===== src/rtl/pio_intr_stat_pkg.sv =====
package pio_intr_stat_pkg;
  localparam int unsigned REG_W     = 32;
  localparam int unsigned NUM_LVL   = 5;
  localparam int unsigned NUM_EVT   = 2;
  localparam int unsigned BIT_ERR   = 9;
  localparam int unsigned BIT_ABORT = 5;
  // level bit positions = queue index
  localparam int unsigned LVL_TX    = 0;
  localparam int unsigned LVL_RX    = 1;
  localparam int unsigned LVL_IBI   = 2;
  localparam int unsigned LVL_CMD   = 3;
  localparam int unsigned LVL_RESP  = 4;

  function automatic logic [REG_W-1:0] stat_mask();
    logic [REG_W-1:0] m;
    m = '0;
    for (int i = 0; i < NUM_LVL; i++) m[i] = 1'b1;
    m[BIT_ERR]   = 1'b1;
    m[BIT_ABORT] = 1'b1;
    return m;
  endfunction
endpackage


===== src/rtl/pio_lvl_cmp.sv =====
module pio_lvl_cmp #(
  parameter int unsigned CNT_W = 5
) (
  input  logic             clk_i,
  input  logic             rst_ni,
  input  logic [CNT_W-1:0] cnt_i,
  input  logic [CNT_W-1:0] thr_i,
  output logic             lvl_o
);
  logic lvl_q;

  always_ff @(posedge clk_i or negedge rst_ni) begin
    if (!rst_ni) lvl_q <= 1'b0;
    else         lvl_q <= (cnt_i >= thr_i);
  end

  assign lvl_o = lvl_q;

  // R13 (one instance per queue)
  lvl_below_chk: assert property (@(posedge clk_i) disable iff (!rst_ni)
    ($past(cnt_i) < $past(thr_i)) |-> !lvl_o);

  lvl_above_chk: assert property (@(posedge clk_i) disable iff (!rst_ni)
    ($past(rst_ni) && ($past(cnt_i) >= $past(thr_i))) |-> lvl_o);
endmodule


===== src/rtl/pio_sticky_bit.sv =====
module pio_sticky_bit (
  input  logic clk_i,
  input  logic rst_ni,
  input  logic evt_i,
  input  logic clr_i,
  output logic st_o
);
  logic st_q;

  // set has priority over clear
  always_ff @(posedge clk_i or negedge rst_ni) begin
    if (!rst_ni)    st_q <= 1'b0;
    else if (evt_i) st_q <= 1'b1;
    else if (clr_i) st_q <= 1'b0;
  end

  assign st_o = st_q;


  set_wins_chk: assert property (@(posedge clk_i) disable iff (!rst_ni)
    $past(evt_i && rst_ni) |-> st_o);

  hold_chk: assert property (@(posedge clk_i) disable iff (!rst_ni)
    (st_o && !clr_i) |=> st_o);

  clear_chk: assert property (@(posedge clk_i) disable iff (!rst_ni)
    (clr_i && !evt_i) |=> !st_o);
endmodule


===== src/rtl/pio_intr_stat.sv =====
module pio_intr_stat
  import pio_intr_stat_pkg::*;
#(
  parameter int unsigned          ADDR_W = 12,
  parameter int unsigned          CNT_W  = 5,
  parameter logic [ADDR_W-1:0]    OFFSET = 12'h0E0
) (
  input  logic              clk_i,
  input  logic              rst_ni,
  input  logic [ADDR_W-1:0] addr_i,
  input  logic              we_i,
  input  logic [REG_W-1:0]  wdata_i,
  input  logic              xfer_err_i,
  input  logic              xfer_abort_i,
  input  logic [CNT_W-1:0]  resp_cnt_i,
  input  logic [CNT_W-1:0]  resp_thr_i,
  input  logic [CNT_W-1:0]  cmd_empty_cnt_i,
  input  logic [CNT_W-1:0]  cmd_thr_i,
  input  logic [CNT_W-1:0]  ibi_cnt_i,
  input  logic [CNT_W-1:0]  ibi_thr_i,
  input  logic [CNT_W-1:0]  rx_cnt_i,
  input  logic [CNT_W-1:0]  rx_thr_i,
  input  logic [CNT_W-1:0]  tx_avail_cnt_i,
  input  logic [CNT_W-1:0]  tx_thr_i,
  input  logic [REG_W-1:0]  irq_en_i,
  output logic [REG_W-1:0]  rdata_o,
  output logic              irq_o
);
  localparam logic [REG_W-1:0] STAT_MASK = stat_mask();
  localparam int unsigned EVT_POS [NUM_EVT] = '{BIT_ERR, BIT_ABORT};

  logic             addr_hit, wr_hit;
  logic [CNT_W-1:0] cnt_a [NUM_LVL];
  logic [CNT_W-1:0] thr_a [NUM_LVL];
  logic [NUM_LVL-1:0] lvl;
  logic [NUM_EVT-1:0] evt, sticky;
  logic [REG_W-1:0] stat;
  logic             irq_q;

  assign addr_hit = (addr_i == OFFSET);
  assign wr_hit   = we_i && addr_hit;

  assign cnt_a[LVL_TX]   = tx_avail_cnt_i;
  assign thr_a[LVL_TX]   = tx_thr_i;
  assign cnt_a[LVL_RX]   = rx_cnt_i;
  assign thr_a[LVL_RX]   = rx_thr_i;
  assign cnt_a[LVL_IBI]  = ibi_cnt_i;
  assign thr_a[LVL_IBI]  = ibi_thr_i;
  assign cnt_a[LVL_CMD]  = cmd_empty_cnt_i;
  assign thr_a[LVL_CMD]  = cmd_thr_i;
  assign cnt_a[LVL_RESP] = resp_cnt_i;
  assign thr_a[LVL_RESP] = resp_thr_i;

  assign evt = {xfer_abort_i, xfer_err_i};

  for (genvar g = 0; g < NUM_LVL; g++) begin : g_lvl
    pio_lvl_cmp #(.CNT_W(CNT_W)) u_cmp (
      .clk_i (clk_i),
      .rst_ni(rst_ni),
      .cnt_i (cnt_a[g]),
      .thr_i (thr_a[g]),
      .lvl_o (lvl[g])
    );
  end

  for (genvar g = 0; g < NUM_EVT; g++) begin : g_evt
    pio_sticky_bit u_st (
      .clk_i (clk_i),
      .rst_ni(rst_ni),
      .evt_i (evt[g]),
      .clr_i (wr_hit && !wdata_i[EVT_POS[g]]),
      .st_o  (sticky[g])
    );
  end

  always_comb begin
    stat = '0;
    for (int i = 0; i < NUM_LVL; i++) stat[i] = lvl[i];
    for (int i = 0; i < NUM_EVT; i++) stat[EVT_POS[i]] = sticky[i];
  end

  assign rdata_o = addr_hit ? stat : '0;

  always_ff @(posedge clk_i or negedge rst_ni) begin
    if (!rst_ni) irq_q <= 1'b0;
    else         irq_q <= |(stat & irq_en_i);
  end

  assign irq_o = irq_q;


  rsvd_zero_chk: assert property (@(posedge clk_i) disable iff (!rst_ni)
    (rdata_o & ~STAT_MASK) == '0);

  irq_off_chk: assert property (@(posedge clk_i) disable iff (!rst_ni)
    ((stat & irq_en_i) == '0) |=> !irq_o);

  irq_on_chk: assert property (@(posedge clk_i) disable iff (!rst_ni)
    ((stat & irq_en_i) != '0) |=> irq_o);

  miss_keep_chk: assert property (@(posedge clk_i) disable iff (!rst_ni)
    (!addr_hit && (evt == '0)) |=> $stable(sticky));
endmodule


===== config.mk =====
export PLATFORM = sky130hd
export DESIGN_NAME = pio_intr_stat
export DESIGN_NICKNAME = d
export VERILOG_FILES = /design/src/rtl/pio_intr_stat_pkg.sv /design/src/rtl/pio_lvl_cmp.sv /design/src/rtl/pio_sticky_bit.sv /design/src/rtl/pio_intr_stat.sv
export SDC_FILE = /design/constraint.sdc
export NUM_CORES = 1
export LEC_CHECK = 0
export CAP_MARGIN = 20
export CELL_PAD_IN_SITES_DETAIL_PLACEMENT = 0
export CELL_PAD_IN_SITES_GLOBAL_PLACEMENT = 1
export CORE_MARGIN = 2
export CORE_UTILIZATION = 14
export CTS_CLUSTER_DIAMETER = 100
export CTS_CLUSTER_SIZE = 16
export DETAILED_ROUTE_END_ITERATION = 10
export MAX_ROUTING_LAYER = met4
export PLACE_DENSITY_LB_ADDON = 0.3
export SLEW_MARGIN = 10
export SYNTH_ARGS = -nofsm -noshare
export SYNTH_HDL_FRONTEND = slang
export SYNTH_SLANG_ARGS = --single-unit

===== constraint.sdc =====
create_clock -name clk_i -period 2.2 [get_ports clk_i]
set_input_delay 0.55 -clock clk_i [delete_from_list [all_inputs] [get_ports clk_i]]
set_output_delay 0.55 -clock clk_i [all_outputs]
set_load 0.05 [all_outputs]

==> out/metrics.csv, run 1 <==
metric,value,unit
Placed Cells incl. Taps,327,
maximum clock frequency,424,MHz
RePlAce Congestion,0.646,
Area after DPL,0.00211,mm^2
hold path start,g_lvl[3].u_cmp.lvl_o,
Ports,164,
Crit. End Element,output port,
port bufs,83,
CP max stage cell,or4b_4,
cts hold-fix bufs,0,
vias in the first global route,1061,
finished layout cell area,0.00215,mm^2
"Slew Viols, Final",0,
Final Cycle Share,107,%
global route overflow,0,
most frequent CP cell,buf_6,
Max VDD drop,0.156,mV
Post-DRT Antenna Nets,0,
mean routed wirelength per cell,8.35,um
Mapped Area,0.00115,mm^2
Residual DRC,0,
Max H-tree Level,1,
Hold Path Cell Cnt,2,
clk buf depth,2,
first-pass GRT wire length,4250,um
Die ar.,0.00896,mm^2
row count,33,
Crit Path Class,in2out,
CP max stage delay,0.55,ns
largest net degree at the start of global routing,9,
Tot Pwr,0.000671,W
Die Wd,94.7,um
"Hold Violations, Final",0,
RSZ-0062 raised after global routing,true,
non-filler cells in the finished layout,332,
worst clock skew,0.00317,ns
"Setup violations, final",7,
register bit total from synthesis,8,
sequential area share after synthesis,17.4,%
nets,385,
Layout Utilization,26.6,%
WL final,2770,um
crit path max fanout,6,
vias per cell,3.42,
CP Launch Type,input port,
Ys Warns,0,
DIE HEIGHT,94.7,um
status,"complete, but fails checks",
vias post-DR,1135,
Initial DRC Count,16,
share of layout cells above drive strength 1,14.1,%
post-route minimum period,2.36,ns
Pre-antenna DRT Iters,4,
CTS tree,done,
Num CTS Buffers,3,
Pwr per Cell Area,312,mW/mm^2
source of the worst register-to-register timing path,g_lvl[4].u_cmp.lvl_o,
LEAKAGE,1.07,nW
Syn Inst Count,138,
core area,0.00809,mm^2
antenna violations before repair,0,
Clock Latency Late Sink,0.22,ns
antenna fix cells,0,
CP Launch Point,addr_i[9],
Clock Sinks,8,
# fillers,915,
Final WS setup,-0.157,ns
"Avg Cell Area, Syn",8.34,um^2
hpwl dp,2600,um
CP Data Arrival Time,1.81,ns
Root Driver,clkbuf_8,
failing checks,negative setup slack,
R2R depth,2,
Area Growth Syn to Fin,87.0,%
crit-path cells,"buf_6, or4b_4, nor3_4, buf_6, and2_4, buf_12",
CP required,1.65,ns
Initial Utilization,14.2,%
synth unique cells,23,
max_cap viols,0,
worst hold path class,reg2reg,
Worst-path clk slew,0.04,ns
Total GRT Usage,6.10,%
path summary, 6_finish.rpt:
kind	end	slack [ns]
max in group asynchronous	g_evt[1].u_st.st_o	1.32
min in group asynchronous	irq_o	0.61
max	rdata_o[3]	-0.16
min reg2reg	irq_o	0.53
min	irq_o	0.53
max reg2reg	irq_o	1.28
flip-flops by register name, indices dropped and copies added (netlist names):
register and count:
g_evt.u_st.st_o 2, g_lvl.u_cmp.lvl_o 5, irq_o 1
cell usage after synthesis:
cell type | n | share of area, %
a211o_1 | 1 | 0.76
a21o_1 | 4 | 2.6
a21oi_1 | 8 | 3.5
a222oi_1 | 1 | 0.87
a22oi_1 | 2 | 1.3
a31oi_1 | 4 | 2.2
and2_1 | 7 | 3.8
buf_4 | 25 | 16
conb_1 | 1 | 0.33
dfrtp_1 | 8 | 17
ha_1 | 25 | 27
inv_1 | 27 | 8.8
nand2_1 | 5 | 1.6
nand2b_1 | 4 | 2.2
nand3_1 | 2 | 0.87
nand4_1 | 1 | 0.54
nand4bb_4 | 1 | 2.4
nor2_1 | 4 | 1.3
nor3_4 | 1 | 1.4
nor4_2 | 1 | 1.1
o21ai_1 | 4 | 1.7
or4_4 | 1 | 0.98
or4b_1 | 1 | 0.87
cells in the final DEF (no fill, tap or decap):
cell and n:
a211o_1 1, a21o_1 4, a21oi_1 8, a222oi_1 1, a22oi_1 2, a31oi_1 4, and2_4 7, buf_12 7
buf_2 5, buf_4 3, buf_6 2, clkbuf_8 3, clkdlybuf4s15_1 1, clkdlybuf4s50_1 64, conb_1 25, dfrtp_1 8
dlygate4sd2_1 5, ha_1 25, inv_1 27, nand2_1 5, nand2b_1 4, nand3_1 2, nand4_1 1, nand4bb_4 1
nor2_1 4, nor3_4 1, nor4_2 1, o21ai_1 4, or4_4 1, or4b_4 1
worst max-delay path, delay by kind of cell:
family                 cells  cell delay [ns]
buffers and inverters      3             0.36
and+or+nand+nor            3             0.90
timing repair:
action,CTS,global route
hold endpoints to repair,0,0
pin swaps,10,0
gates resized for setup,35,0
setup buffers,2,0
setup endpoints to repair,7,7
layout make-up:
class	count	area (um^2)	share of cell area [%]
Tap cell	105	131	6.10
Clock buffer	3	41.3	1.92
Inverter	27	101	4.71
Sequential cell	8	200	9.30
Timing Repair Buffer	87	905	42.0
Multi-Input combinational cell	102	773	35.9
cell families after synthesis:
group,Yosys count,synth area share (%)
flip-flops,8,17.4
other,1,0.326
adder cells (fa/ha/maj),25,27.2
AO/OA/AOI/OAI,24,12.9
buffers and inverters,52,25.1
AND/OR/NAND/NOR,28,17.1
layer usage:
layer | vias to the layer above | global-route usage [%] | routed length, um
met5 | - | - | 0
met4 | 0 | 1.45 | 4
met3 | 2 | 2.00 | 337
met2 | 55 | 10.5 | 1370
met1 | 492 | 6.83 | 1060
li1 | 586 | - | -
power breakdown:
part / switching [W] / internal (W) / leakage [nW]
Combinational: 0.000169 / 0.000161 / 0.958
Clock: 0.0000548 / 0.000118 / 0.0216
Sequential: 0.00000710 / 0.000161 / 0.0869
through the flow:
| stage | hold WS, ns | setup slack, ns | TNS (ns) |
|---|---|---|---|
| 5_1_grt | 0.552 | -0.204 | -1.35 |
| 3_5_place_dp | 0.515 | -0.533 | -3.67 |
| 2_1_floorplan | 0.254 | -0.00191 | -0.0134 |
| 4_1_cts | 0.534 | -0.159 | -1.04 |
| 6_report | 0.526 | -0.157 | -1.04 |
| 3_3_place_gp | 0.508 | -0.532 | -3.65 |
No activity file was read; power rests on OpenSTA's default activity.
==> run 2, diff against run 1 <==
--- a/config.mk
+++ b/config.mk
@@ -8,12 +8,12 @@
 export CAP_MARGIN = 20
 export CELL_PAD_IN_SITES_DETAIL_PLACEMENT = 0
 export CELL_PAD_IN_SITES_GLOBAL_PLACEMENT = 1
-export CORE_MARGIN = 2
-export CORE_UTILIZATION = 14
+export CORE_AREA = 2 2 64 66
 export CTS_CLUSTER_DIAMETER = 100
 export CTS_CLUSTER_SIZE = 16
 export DETAILED_ROUTE_END_ITERATION = 10
-export MAX_ROUTING_LAYER = met4
+export DIE_AREA = 0 0 66 68
+export DONT_BUFFER_PORTS = 1
 export PLACE_DENSITY_LB_ADDON = 0.3
 export SLEW_MARGIN = 10
 export SYNTH_ARGS = -nofsm -noshare
==> out/metrics.csv, run 2 (synthesized netlist as in run 1, its figures left out) <==
metric,value,unit,change
row count,23,,-30%
Post-DRT Antenna Nets,0,,unchanged
worst clock skew,0.000586,ns,-0.00258 ns
Clock Power Share,31.2,%,+5.4 points
port bufs,0,,-100%
nets,300,,-22%
post-route minimum period,2.24,ns,-0.119 ns
Reg power frac,32.3,%,+7.3 points
mean routed wirelength per cell,11.2,um,+34%
most frequent cells in the layout,"27 x inv_1, 25 x ha_1, 25 x conb_1",,
Crit Path Class,in2out,,
finished layout cell area,0.00119,mm^2,-45%
vias in the first global route,756,,-29%
RSZ-0062 raised after global routing,true,,
post-CTS setup buffers,0,,-2
CP Launch Type,input port,,
vias per cell,4.47,,+31%
global route overflow,0,,unchanged
worst hold path class,in2async,,
CTS tree,done,,
Die ar.,0.00449,mm^2,-50%
internal power,0.000333,W,-24%
largest net degree at the start of global routing,9,,unchanged
Root Driver,clkbuf_8,,
maximum clock frequency,447,MHz,+5.3%
max reg flops,5,,unchanged
Ports,164,,unchanged
Clock Latency Late Sink,0.22,ns,about the same
Max VDD drop,0.116,mV,-26%
hpwl dp,2030,um,-22%
max_cap viols,0,,unchanged
RePlAce Congestion,0.555,,-14%
antenna fix cells,0,,unchanged
"Hold Violations, Final",0,,unchanged
antenna violations before repair,0,,unchanged
Pre-antenna DRT Iters,4,,unchanged
crit path max fanout,7,,+1
pre-CTS setup slack,-0.0644,ns,+0.469 ns
Final WS setup,-0.0378,ns,+0.119 ns
LEAKAGE,0.690,nW,-35%
Worst-path clk slew,0.04,ns,about the same
Final Cycle Share,102,%,-5.4 points
"most common cell after layout, fill and taps aside",inv_1,,
clk buf depth,2,,unchanged
WL final,2150,um,-22%
Psw,0.000204,W,-12%
FF+latch area,200,um^2,unchanged
Pwr per Cell Area,450,mW/mm^2,+44%
DIE HEIGHT,68,um,-28%
status,"complete, but fails checks",,
core area,0.00386,mm^2,-52%
first-pass GRT wire length,2910,um,-32%
Placed Cells incl. Taps,189,,-42%
Initial DRC Count,13,,-3
share of layout cells above drive strength 1,12.0,%,-2.1 points
Layout Utilization,31.0,%,+4.4 points
"Slew Viols, Final",0,,unchanged
Initial Utilization,29.9,%,+16 points
vias post-DR,858,,-24%
Die Wd,66,um,-30%
Crit. End Element,output port,,
Multi-input gate area,773,um^2,unchanged
Area after DPL,0.00114,mm^2,-46%
Residual DRC,0,,unchanged
Max H-tree Level,1,,unchanged
CP required,1.65,ns,about the same
# fillers,419,,-54%
"Setup violations, final",7,,unchanged
Gate power share,36.5,%,-13 points
Area Growth Syn to Fin,3.70,%,
non-filler cells in the finished layout,192,,-42%
Num CTS Buffers,3,,unchanged
failing checks,negative setup slack,,
CP Data Arrival Time,1.69,ns,-0.12 ns
Total GRT Usage,8.65,%,+2.5 points
Clock Sinks,8,,unchanged
switching share of power,38.0,%,+3.6 points
## run 2: path summary, 6_finish.rpt
kind	start	endpoint	slack (ns)	depth (start not counted)
max	addr_i[11]	rdata_o[3]	-0.04	3
min in group clk_i	irq_en_i[5]	irq_o	0.47	2
max in group asynchronous	rst_ni	g_lvl[2].u_cmp.lvl_o	2.11	0
max reg2reg	g_evt[0].u_st.st_o	irq_o	1.28	2
min	rst_ni	g_lvl[3].u_cmp.lvl_o	0.02	0
min reg2reg	g_lvl[4].u_cmp.lvl_o	irq_o	0.54	2
## run 2: worst max-delay path, cell delays in order
cell and delay, ns:
or4_4 0.54, nor3_4 0.30, and2_4 0.30
## run 2: area by class of cell
cell class	count	share of cell area, %
multi-input cells	102	64.8
flip-flops and latches	8	16.8
inverters	27	8.49
well taps	50	5.24
clock buffers	3	3.46
repair buffers	2	1.26
## run 2: timing repair
item / in CTS / in global routing
resized for setup: 8 / 0
endpoints found under the setup margin: 7 / 7
hold buffers: 0 / 0
pin swaps: 8 / 4
cloned: 0 / 0
## run 2: power groups by stage
stage | Clock [W] | Sequential (W) | Combinational [W]
3_5_place_dp | 0 | 0.000174 | 0.000197
2_1_floorplan | 0 | 0.000170 | 0.000211
4_1_cts | 0.000175 | 0.000174 | 0.000198
5_1_grt | 0.000187 | 0.000174 | 0.000220
6_report | 0.000168 | 0.000173 | 0.000196
3_3_place_gp | 0 | 0.000173 | 0.000191
## run 2: routing by layer
layer	global-route usage, %	wire length (um)
met1	7.84	710
met2	17.6	1130
met3	1.15	284
met4	6.12	29
met5	0	0
## run 2: metrics by stage
stage	hold WS, ns	power (W)	TNS, ns
final	0.0236	0.000537	-0.241
after global routing	0.00890	0.000581	-0.616
after CTS	0.0163	0.000547	-0.323
after detailed placement	0.255	0.000372	-0.417
after global placement	0.255	0.000365	-0.343
after floorplan	0.254	0.000382	-0.0134
==> run 3, diff against run 2 <==
--- a/config.mk
+++ b/config.mk
@@ -15,6 +15,7 @@
 export DIE_AREA = 0 0 66 68
 export DONT_BUFFER_PORTS = 1
 export PLACE_DENSITY_LB_ADDON = 0.3
+export REMOVE_ABC_BUFFERS = 1
 export SLEW_MARGIN = 10
 export SYNTH_ARGS = -nofsm -noshare
 export SYNTH_HDL_FRONTEND = slang
==> out/metrics.csv, run 3 (synthesized netlist as in run 1, its figures left out) <==
metric,value,unit,change
status,"complete, but fails checks",,
failing checks,negative setup slack,,
antenna fix cells,0,,unchanged
Crit Path Class,in2out,,
first-pass GRT wire length,3380,um,+16%
Final Cycle Share,103,%,+1.0 points
vias per cell,4.40,,-1.6%
Die ar.,0.00449,mm^2,unchanged
worst clock skew,0.00720,ns,+0.00662 ns
LEAKAGE,0.758,nW,+9.8%
Residual DRC,0,,unchanged
"most common cell after layout, fill and taps aside",inv_1,,
CP Data Arrival Time,1.71,ns,+0.02 ns
Layout Utilization,35.0,%,+4.0 points
"Setup violations, final",7,,unchanged
pre-CTS setup slack,-0.144,ns,-0.0798 ns
"Slew Viols, Final",0,,unchanged
port bufs,0,,unchanged
Psw,0.000208,W,+1.7%
Initial Utilization,29.9,%,unchanged
largest net degree at the start of global routing,9,,unchanged
RSZ-0062 raised after global routing,true,,
crit path max fanout,3,,-4
Min Hold Slack,0.0160,ns,-0.00760 ns
clk buf depth,2,,unchanged
non-filler cells in the finished layout,201,,+4.7%
Pwr per Cell Area,401,mW/mm^2,-11%
Root Driver,clkbuf_8,,
max reg flops,5,,unchanged
Gate power share,36.2,%,-0.3 points
Reg power frac,31.7,%,-0.6 points
vias in the first global route,840,,+11%
Max VDD drop,0.223,mV,+93%
internal power,0.000333,W,+0.14%
row count,23,,unchanged
max_cap viols,0,,unchanged
Crit. End Element,output port,,
most frequent cells in the layout,"27 x inv_1, 25 x ha_1, 25 x conb_1",,
Area after DPL,0.00127,mm^2,+12%
core area,0.00386,mm^2,unchanged
Area Growth Syn to Fin,17.2,%,
Worst-path clk slew,0.04,ns,about the same
CTS tree,done,,
worst hold path class,in2async,,
"Hold Violations, Final",0,,unchanged
Final WS setup,-0.0603,ns,-0.0225 ns
maximum clock frequency,442,MHz,-0.99%
Pre-antenna DRT Iters,4,,unchanged
post-route minimum period,2.26,ns,+0.0225 ns
WL final,2320,um,+7.9%
Clock Sinks,8,,unchanged
Initial DRC Count,17,,+4
Clock Latency Late Sink,0.23,ns,about the same
Post-DRT Antenna Nets,0,,unchanged
finished layout cell area,0.00135,mm^2,+13%
Num CTS Buffers,3,,unchanged
mean routed wirelength per cell,11.5,um,+3.1%
antenna violations before repair,0,,unchanged
CP Launch Type,input port,,
share of layout cells above drive strength 1,17.2,%,+5.2 points
global route overflow,0,,unchanged
Placed Cells incl. Taps,196,,+3.7%
switching share of power,38.4,%,+0.37 points
Ports,164,,unchanged
FF-to-FF setup slack,1.25,ns,-0.03 ns
vias post-DR,884,,+3.0%
nets,309,,+3.0%
DIE HEIGHT,68,um,unchanged
CP required,1.65,ns,about the same
Clock Power Share,32.1,%,+0.9 points
Max H-tree Level,1,,unchanged
RePlAce Congestion,0.596,,+7.4%
hpwl dp,2120,um,+4.4%
Total GRT Usage,9.93,%,+1.3 points
Die Wd,66,um,unchanged
run 3: repair_timing:
| item | 4_1_cts | 5_1_grt |
|---|---|---|
| setup buffers | 2 | 0 |
| hold buffers | 0 | 0 |
| gates resized for setup | 8 | 0 |
| endpoints found under the setup margin | 7 | 7 |
| pin swaps | 1 | 0 |
run 3: final cells by class:
class                   count  area (um^2)
well taps                  50         62.6
fillers                   426         2510
inverters                  27          101
repair buffers             11          170
flip-flops and latches      8          200
multi-input cells         102          773
clock buffers               3         41.3
run 3: per-layer routing:
metal,global-route usage (%),part of all wire [%],up-vias
li1,-,-,437
met1,9.03,32,369
met2,18.3,50,74
met3,6.41,16,4
met4,2.81,1.3,0
met5,0,0,-
run 3: power by group through the flow:
stage          combinational (W)  sequential (W)  clock (W)
2_1_floorplan           0.000176        0.000170          0
3_3_place_gp            0.000190        0.000173          0
3_5_place_dp            0.000196        0.000173          0
4_1_cts                 0.000198        0.000172   0.000183
5_1_grt                 0.000221        0.000174   0.000189
6_report                0.000196        0.000172   0.000174
run 3: through the flow:
step                total power, W  setup TNS (ns)
finish                    0.000541          -0.380
global route              0.000583          -0.698
CTS                       0.000552          -0.413
detailed placement        0.000369          -0.945
global placement          0.000363          -0.859
floorplan                 0.000347          -0.895
run 3: path summary, 6_finish.rpt:
check                      depth (start not counted)                    to            startpoint
max                                                5            rdata_o[3]             addr_i[2]
min in group clk_i                                 2                 irq_o           irq_en_i[5]
max in group asynchronous                          0                 irq_o                rst_ni
min                                                0  g_lvl[0].u_cmp.lvl_o                rst_ni
min reg2reg                                        2                 irq_o  g_lvl[1].u_cmp.lvl_o
max reg2reg                                        2                 irq_o    g_evt[0].u_st.st_o
run 3: critical path, cell delays in order:
cell and delay [ns]:
or4b_4 0.54, nor3_4 0.19, buf_4 0.15, and2_4 0.15, buf_12 0.13
